==> src/rtl/rcn_pkg.sv <==
package rcn_pkg;

    typedef enum logic [1:0] {
        ST_OFF  = 2'd0,
        ST_LOAD = 2'd1,
        ST_RUN  = 2'd2,
        ST_FIRE = 2'd3
    } rcn_state_e;

    // Rate value 7 falls back to the slowest supported divisor (2^6).
    function automatic logic [2:0] rate_clamp(input logic [2:0] r);
        return (r == 3'd7) ? 3'd6 : r;
    endfunction

    // Mode to left shift of the base unit: 16, 4, 2, 1 units.
    function automatic logic [2:0] mode_shift(input logic [1:0] m);
        logic [2:0] s;
        unique case (m)
            2'd0: s = 3'd4;
            2'd1: s = 3'd2;
            2'd2: s = 3'd1;
            2'd3: s = 3'd0;
            default: s = 3'd0;
        endcase
        return s;
    endfunction

endpackage

==> src/rtl/rcn_prescale.sv <==
module rcn_prescale #(
    parameter  int TICK_CYC = 20,
    localparam int PW       = $clog2(TICK_CYC * 64 + 1)
) (
    input  logic       clk_i,
    input  logic       rst_i,
    input  logic       clr_i,
    input  logic       run_i,
    input  logic [2:0] exp_i,
    output logic       tick_o
);

    logic [PW-1:0] cnt;
    logic [PW-1:0] lim;

    always_comb begin
        lim    = (PW'(TICK_CYC) << exp_i) - PW'(1);
        tick_o = run_i && (cnt == lim);
    end

    always_ff @(posedge clk_i) begin
        if (rst_i || clr_i) begin
            cnt <= '0;
        end else if (run_i) begin
            cnt <= tick_o ? '0 : cnt + PW'(1);
        end
    end

endmodule

==> src/rtl/rcn_interval.sv <==
module rcn_interval #(
    parameter  int UNIT = 13125,
    localparam int NW   = $clog2(UNIT * 16 + 1)
) (
    input  logic       clk_i,
    input  logic       rst_i,
    input  logic       clr_i,
    input  logic       tick_i,
    input  logic [2:0] shift_i,
    output logic       last_o
);

    logic [NW-1:0] cnt;
    logic [NW-1:0] lim;

    always_comb begin
        lim    = (NW'(UNIT) << shift_i) - NW'(1);
        last_o = tick_i && (cnt == lim);
    end

    always_ff @(posedge clk_i) begin
        if (rst_i || clr_i) begin
            cnt <= '0;
        end else if (tick_i) begin
            cnt <= last_o ? '0 : cnt + NW'(1);
        end
    end

endmodule

==> src/rtl/rcn_ctrl.sv <==
module rcn_ctrl
    import rcn_pkg::*;
(
    input  logic       clk_i,
    input  logic       rst_i,
    input  logic       en_i,
    input  logic       restart_i,
    input  logic [1:0] mode_i,
    input  logic [2:0] rate_i,
    input  logic       last_i,
    output logic       clr_o,
    output logic       run_o,
    output logic [2:0] shift_o,
    output logic [2:0] exp_o,
    output logic       timeout_o
);

    rcn_state_e state_q, state_d;
    logic [2:0] lat_shift, lat_exp;

    // State register and settings latch
    always_ff @(posedge clk_i) begin
        if (rst_i) begin
            state_q   <= ST_OFF;
            lat_shift <= 3'd0;
            lat_exp   <= 3'd0;
        end else begin
            state_q <= state_d;
            if (state_q == ST_LOAD) begin
                lat_shift <= mode_shift(mode_i);
                lat_exp   <= rate_clamp(rate_i);
            end
        end
    end

    // Next state
    always_comb begin
        state_d = state_q;
        if (!en_i) begin
            state_d = ST_OFF;
        end else begin
            unique case (state_q)
                ST_OFF:  state_d = ST_LOAD;
                ST_LOAD: state_d = ST_RUN;
                ST_RUN: begin
                    if (restart_i)   state_d = ST_LOAD;
                    else if (last_i) state_d = ST_FIRE;
                end
                ST_FIRE: state_d = ST_LOAD;
                default: state_d = ST_OFF;
            endcase
        end
    end

    // Outputs
    always_comb begin
        clr_o     = (state_q != ST_RUN);
        run_o     = (state_q == ST_RUN);
        timeout_o = (state_q == ST_FIRE);
        shift_o   = lat_shift;
        exp_o     = lat_exp;
    end

endmodule

==> src/rtl/recon_timer.sv <==
module recon_timer #(
    parameter int TICK_CYC = 20,
    parameter int UNIT     = 13125
) (
    input  logic       clk_i,
    input  logic       rst_i,
    input  logic       en_i,
    input  logic       restart_i,
    input  logic [1:0] mode_i,
    input  logic [2:0] rate_i,
    output logic       timeout_o
);

    logic       clr, run, tick, last;
    logic [2:0] shift, expo;

    rcn_ctrl u_ctrl (
        .clk_i     (clk_i),
        .rst_i     (rst_i),
        .en_i      (en_i),
        .restart_i (restart_i),
        .mode_i    (mode_i),
        .rate_i    (rate_i),
        .last_i    (last),
        .clr_o     (clr),
        .run_o     (run),
        .shift_o   (shift),
        .exp_o     (expo),
        .timeout_o (timeout_o)
    );

    rcn_prescale #(.TICK_CYC(TICK_CYC)) u_pre (
        .clk_i  (clk_i),
        .rst_i  (rst_i),
        .clr_i  (clr),
        .run_i  (run),
        .exp_i  (expo),
        .tick_o (tick)
    );

    rcn_interval #(.UNIT(UNIT)) u_ivl (
        .clk_i   (clk_i),
        .rst_i   (rst_i),
        .clr_i   (clr),
        .tick_i  (tick),
        .shift_i (shift),
        .last_o  (last)
    );

endmodule

==> config.mk <==
export PLATFORM = sky130hd
export DESIGN_NAME = recon_timer
export DESIGN_NICKNAME = d
export VERILOG_FILES = /design/src/rtl/rcn_pkg.sv /design/src/rtl/rcn_prescale.sv /design/src/rtl/rcn_interval.sv /design/src/rtl/rcn_ctrl.sv /design/src/rtl/recon_timer.sv
export SDC_FILE = /design/constraint.sdc
export NUM_CORES = 1
export LEC_CHECK = 0
export BUFFER_PORTS_ARGS = -buffer_cell sky130_fd_sc_hd__buf_4
export CAP_MARGIN = 20
export CORE_UTILIZATION = 56
export CTS_CLUSTER_SIZE = 12
export DETAILED_ROUTE_END_ITERATION = 12
export GPL_TIMING_DRIVEN = 0
export PLACE_DENSITY = 0.78
export SETUP_SLACK_MARGIN = 0.02
export SKIP_LAST_GASP = 1
export SLEW_MARGIN = 10
export SYNTH_ARGS = -nofsm -noshare
export SYNTH_HDL_FRONTEND = slang
export SYNTH_HIERARCHICAL = 1
export SYNTH_SLANG_ARGS = --single-unit
==> constraint.sdc <==
create_clock -name clk_i -period 4.19 [get_ports clk_i]
set_input_delay 0.419 -clock clk_i [delete_from_list [all_inputs] [get_ports clk_i]]
set_output_delay 0.419 -clock clk_i [all_outputs]
set_load 0.005 [all_outputs]
## Word level (Yosys, flattened, before mapping)

Index checks and enable logic that the tools add are counted.

| word-level totals | value |
|---|---|
| register bits | 37 |
| input bits | 9 |
| output and inout port bits | 1 |
| logic and storage cells | 37 |

| cells by class | value |
|---|---|
| add/sub/neg operators | 4 |
| equality and inequality tests | 11 |
| shift-type cells | 2 |
| multiplexer cells | 7 |
| bitwise operators | 1 |
| reduce and logical (&&, ||, !) cells | 7 |

Operator list:

| operator | number |
|---|---|
| 18-bit by 1-bit adder with 18-bit output (second input constant) | 1 |
| 18-bit == test | 1 |
| 18-bit two-way mux | 1 |
| 14-bit by 3-bit left shift with 18-bit output (first input constant) | 1 |
| 18-bit by 2-bit subtractor with 18-bit output (second input constant) | 1 |
| 3-bit one-hot mux with 4 select lines | 1 |
| 11-bit by 1-bit adder with 11-bit output (second input constant) | 1 |
| 11-bit == test | 1 |
| 11-bit two-way mux | 1 |
| 5-bit by 3-bit left shift with 11-bit output (first input constant) | 1 |
| 11-bit by 2-bit subtractor with 11-bit output (second input constant) | 1 |
| 2-bit == test (second input constant) | 4 |
| 2-bit one-hot mux with 3 select lines | 1 |
| 2-bit by 1-bit == test with 1-bit output (second input constant) | 2 |
| 2-bit logical NOT | 2 |
| 2-bit two-way mux | 2 |
| 2-bit OR reduction | 2 |
| 3-bit == test (second input constant) | 1 |
| 3-bit two-way mux | 1 |
| 3-bit by 2-bit != test with 1-bit output (second input constant) | 1 |
| 1-bit logical AND | 2 |
| 2-bit != test (second input constant) | 1 |
| 1-bit logical OR | 1 |
| 1-bit inverter | 1 |

## Depth between registers and ports, before layout

| logic depth | value |
|---|---|
| depth in word-level cells | 8 |
| gate-level depth with buffers | 19 |
| depth with buffers taken out | 16 |

## By module

Netlist, hierarchy kept.

By module, submodules not included:

| module | instances | cells each | area each (um^2) | sequential area each (um^2) |
|---|---|---|---|---|
| rcn_interval | 1 | 201 | 1527.7 | 360.3 |
| rcn_prescale | 1 | 101 | 845.8 | 220.2 |
| rcn_ctrl | 1 | 38 | 332.8 | 160.2 |

## Least setup slack after synthesis

Ideal clock, no wire load.

| timing | value |
|---|---|
| path kind | flip-flop to flip-flop |
| start | register u_ctrl.lat_shift[1] (netlist: u_ctrl/shift_o[1]) |
| end | register u_ctrl.state_q[0] |
| arrival | 3.863 ns |
| required time | 4.094 ns |
| setup slack | 0.231 ns |
| cell stages (with the launch flop) | 14 |
| cells stage by stage | dfxtp_1 -> clkbuf_1 -> clkbuf_1 -> inv_1 -> ha_1 -> or4_1 -> buf_2 -> o32a_4 -> xnor2_1 -> or4b_1 -> or4_1 -> nor4_1 -> nor3_1 -> nor4b_1 |

| between the ends | value |
|---|---|
| longest elaborated chain between the ends | 5 |

Ends and longest elaborated chain:

| item | RTL line | text |
|---|---|---|
| start: declaration | rcn_ctrl.sv:19 | `logic [2:0] lat_shift, lat_exp;` |
| start signal: assignment | rcn_ctrl.sv:30 | `lat_shift <= mode_shift(mode_i);` |
| 14-bit by 3-bit left shift with 18-bit output | rcn_interval.sv:17 | `lim = (NW'(UNIT) << shift_i) - NW'(1);` |
| 18-bit by 2-bit subtractor with 18-bit output | rcn_interval.sv:17 |  |
| 18-bit == test | rcn_interval.sv:18 | `last_o = tick_i && (cnt == lim);` |
| 1-bit logical AND | rcn_interval.sv:18 |  |
| net last | recon_timer.sv:14 | `logic clr, run, tick, last;` |
| 3-bit by 2-bit != test with 1-bit output (no source line) | -- |  |
| end signal: assignment | rcn_ctrl.sv:28 | `state_q <= state_d;` |
| end: declaration | rcn_ctrl.sv:18 | `rcn_state_e state_q, state_d;` |

The timed path passes the listed nets, and every way through them passes these cells.
A chain may end at the register's enable or synchronous reset.

## Final worst setup path

| timing | value |
|---|---|
| start | register u_ctrl.lat_exp[0] (netlist: u_ctrl/exp_o[0]) |
| end | register u_ctrl.state_q[0] |

| between the ends | value |
|---|---|
| longest elaborated chain between the ends | 6 |

Ends and longest elaborated chain:

| item | RTL line | text |
|---|---|---|
| start: declaration | rcn_ctrl.sv:19 |  |
| start signal: assignment | rcn_ctrl.sv:31 | `lat_exp <= rate_clamp(rate_i);` |
| 5-bit by 3-bit left shift with 11-bit output | rcn_prescale.sv:17 | `lim = (PW'(TICK_CYC) << exp_i) - PW'(1);` |
| 11-bit by 2-bit subtractor with 11-bit output | rcn_prescale.sv:17 |  |
| 11-bit == test | rcn_prescale.sv:18 | `tick_o = run_i && (cnt == lim);` |
| 1-bit logical AND | rcn_prescale.sv:18 |  |
| net tick | recon_timer.sv:14 |  |
| 1-bit logical AND | rcn_interval.sv:18 |  |
| net last | recon_timer.sv:14 |  |
| 3-bit by 2-bit != test with 1-bit output (no source line) | -- |  |

The timed path passes the listed nets, and every way through them passes these cells.

==> flow_metrics.py <==
metrics = {
    "run_status": {
        "status": "finished, final reports clean",
    },
    "clock_network": {
        "h-tree-depth": 2,
        "cts.sinks": 37,
        "cts_tree": "yes",
        "cts_buffer_depth": 2,
        "hold_buffers": 0,
        "numCtsBuffers": 5,
        "path_clk_slew_ns": 0.08,
        "cts-root-buf": "clkbuf_8",
        "insertion_delay_ns": 0.29,
    },
    "min_path": {
        "hold_path.startpoint": "rst_i",
        "whs_path_depth": 2,
        "hold_end": "u_pre/cnt[10]$_SDFFE_PP0P_",
        "min_path_type": "in -> reg",
    },
    "global_routing": {
        "grt_pass1_vias": 2132,
        "grt.overflow.total": 0,
        "track_usage": 0.239,
        "grt_max_degree": 13,
        "grt_pass1_wl_mm": 9.65,
        "grt_antenna_before_repair": 0,
    },
    "setup_path": {
        "r2r_slack_ns": 0.24,
        "start_kind": "register",
        "path_class": "reg -> reg",
        "r2r_end": "u_ctrl/state_q[0]$_SDFFE_PP0P_",
        "required_ns": 4.39,
        "end_kind": "register",
        "critPathArrivalTime_ns": 4.15,
        "r2r_cells": 17,
        "r2r_start": "u_ctrl/exp_o[0]$_SDFFE_PP0N_",
        "path_max_fanout": 10,
    },
    "power": {
        "powerDensity_nw_per_um2": 237,
        "p_leak_nw": 1.08,
        "ir_drop_uv": 215,
    },
    "floorplan": {
        "core_um2": 4500,
        "dieArea_um2": 5120,
        "die_height_um": 71.5,
        "die_w_um": 71.5,
        "initial_core_util": 0.601,
        "ioPinCount": 10,
        "std_cell_rows": 24,
    },
    "place": {
        "portBuffers": 9,
        "dp_cells": 401,
        "gp_congestion": 0.901,
        "hpwlAfterDp_mm": 4.16,
    },
    "finish": {
        "nNetsFinal": 381,
        "area_growth_pct": 12.1,
        "utilization": 0.673,
        "stdcell_count": 415,
        "final_common_cell": "nand2_1",
        "drive_above_1_share": 0.179,
        "diodes": 0,
        "final_cell_mix": "nand2_1, dfxtp_1, nor2_1",
    },
    "routing": {
        "drt-wirelength-per-cell_um": 14.0,
        "firstDrtPassIters": 4,
        "drc": 0,
        "first_iter_violations": 135,
        "drt-total-wl_mm": 5.79,
        "via_per_inst": 5.89,
        "ant_nets": 0,
        "vias": 2444,
    },
    "yosys": {
        "yosysTopAreaCellShare": 0.274,
        "synth.yosys.warnings": 6,
        "yosys.cell_types.count": 61,
        "synth.largest_area_cell": "dfxtp_1",
        "yosys_register_bits": 37,
        "syn-cell-area_um2": 2710,
        "async_flop_share": 0,
        "synth_edf_count": 0,
        "synth_area_per_cell_um2": 7.96,
        "synthTopCellsByArea": "dfxtp_1, xnor2_1, nand2_1",
        "yosysSeqAreaShare": 0.274,
        "syn_nets": 359,
        "ys.flop_type": "dfxtp_1",
        "synth_cells": 340,
    },
    "sta": {
        "rsz0062_at_grt": "no",
        "period_share": 0.943,
        "fin_crit_ns": 3.95,
        "hold_viol": 0,
        "max_freq_ghz": 0.253,
        "clock_skew_ns": 0.00417,
        "tightest_slew_ns": 0.477,
        "setup_viol": 0,
        "slew_viol_final": 0,
        "worst_slew_margin_rel": 0.682,
    },
    "flow_run": {
        "maxCapViolCount": 0,
    },
}
## repair_timing
action                     4_1_cts  5_1_grt
buffers inserted                 3        3
resized for setup                6       15
setup endpoints to repair       11       12
pin swaps                        2        8
## state kept, by name, indices dropped and copies added (netlist names)
register,flops
u_pre/cnt,11
u_ivl/cnt,18
u_ctrl/exp_o,3
u_ctrl/state_q,2
u_ctrl/shift_o,3
## cell usage after synthesis (all sizes together) (9+ instances only)
cell     n
inv     10
nor2    30
ha      10
dfxtp   37
xnor2   21
nor3     9
a21oi   24
xor2    18
nand3   20
o21ai   12
buf     15
nand2b   9
nand2   41
## worst max-delay path, cell delays in order (launching register included)
cell and delay [ns]:
dfxtp_2 0.34, buf_6 0.13, or3_4 0.41, ha_4 0.19, xor2_2 0.16, nor4_2 0.29, a211oi_2 0.09, nor2_2 0.15
buf_6 0.12, and2_4 0.16, o21ai_0 0.08, nor2_1 0.13, nand3_1 0.10, or4b_1 0.50, or4_4 0.52, nor4_2 0.14
nor3_1 0.08, nor4b_1 0.26
## report_power, final
group,switching (mW),internal (mW),leakage (nW)
Sequential,0.00315,0.355,0.300
Clock,0.131,0.133,0.0512
Combinational,0.0515,0.0446,0.724
## how the worst max path moves through the flow
stage,startpoint,end,slack [ns],depth (start not counted)
2_1_floorplan,u_ctrl/shift_o[1]$_SDFFE_PP0N_,u_ctrl/state_q[0]$_SDFFE_PP0P_,0.23,13
3_3_place_gp,u_ctrl/shift_o[1]$_SDFFE_PP0N_,u_ctrl/state_q[0]$_SDFFE_PP0P_,-0.23,13
3_5_place_dp,u_ctrl/shift_o[1]$_SDFFE_PP0N_,u_ctrl/state_q[0]$_SDFFE_PP0P_,-0.24,13
4_1_cts,u_ctrl/exp_o[0]$_SDFFE_PP0N_,u_ctrl/state_q[0]$_SDFFE_PP0P_,0.03,17
5_1_grt,u_ctrl/exp_o[0]$_SDFFE_PP0N_,u_ctrl/state_q[0]$_SDFFE_PP0P_,0.009,17
6_report,u_ctrl/exp_o[0]$_SDFFE_PP0N_,u_ctrl/state_q[0]$_SDFFE_PP0P_,0.24,17
## cells by family after synthesis
logic type | Yosys count | synth area share
DFF | 37 | 0.274
AOI/OAI and AO/OA | 60 | 0.152
muxes | 8 | 0.0301
and+or+nand+nor | 153 | 0.298
buffers and inverters | 33 | 0.0717
adders and majority gates | 10 | 0.0462
xor gates and xnor gates | 39 | 0.129
## layer usage
layer  wire length (um)  vias to the layer above  track usage
met5                  0                        -            0
met4                 26                        0       0.0632
met3                324                        4       0.0352
met2               2600                       66        0.384
met1               2840                     1146        0.338
li1                   -                     1228            -
## area by class of cell
type                       count  area [um2]
buffer                        23         166
clock buffer                   6        82.6
clock inverter                 2        13.8
fill                         398        1470
inverter                      10        37.5
multi-input combinational    270        1810
sequential                    37         744
tap                           52        65.1
timing repair buffer          15         113
## stage by stage
step	area, um2	power, mW	setup slack (ns)	setup TNS [ns]	hold slack (ns)
6_report	3030	0.718	0.239	0	0.333
5_1_grt	3030	0.752	0.00879	0	0.336
4_1_cts	2970	0.717	0.0322	0	0.331
3_5_place_dp	2840	0.451	-0.241	-0.241	0.449
3_3_place_gp	2840	0.449	-0.231	-0.231	0.441
2_1_floorplan	2710	0.430	0.231	0	0.429
(Power assumes the default switching activity.)
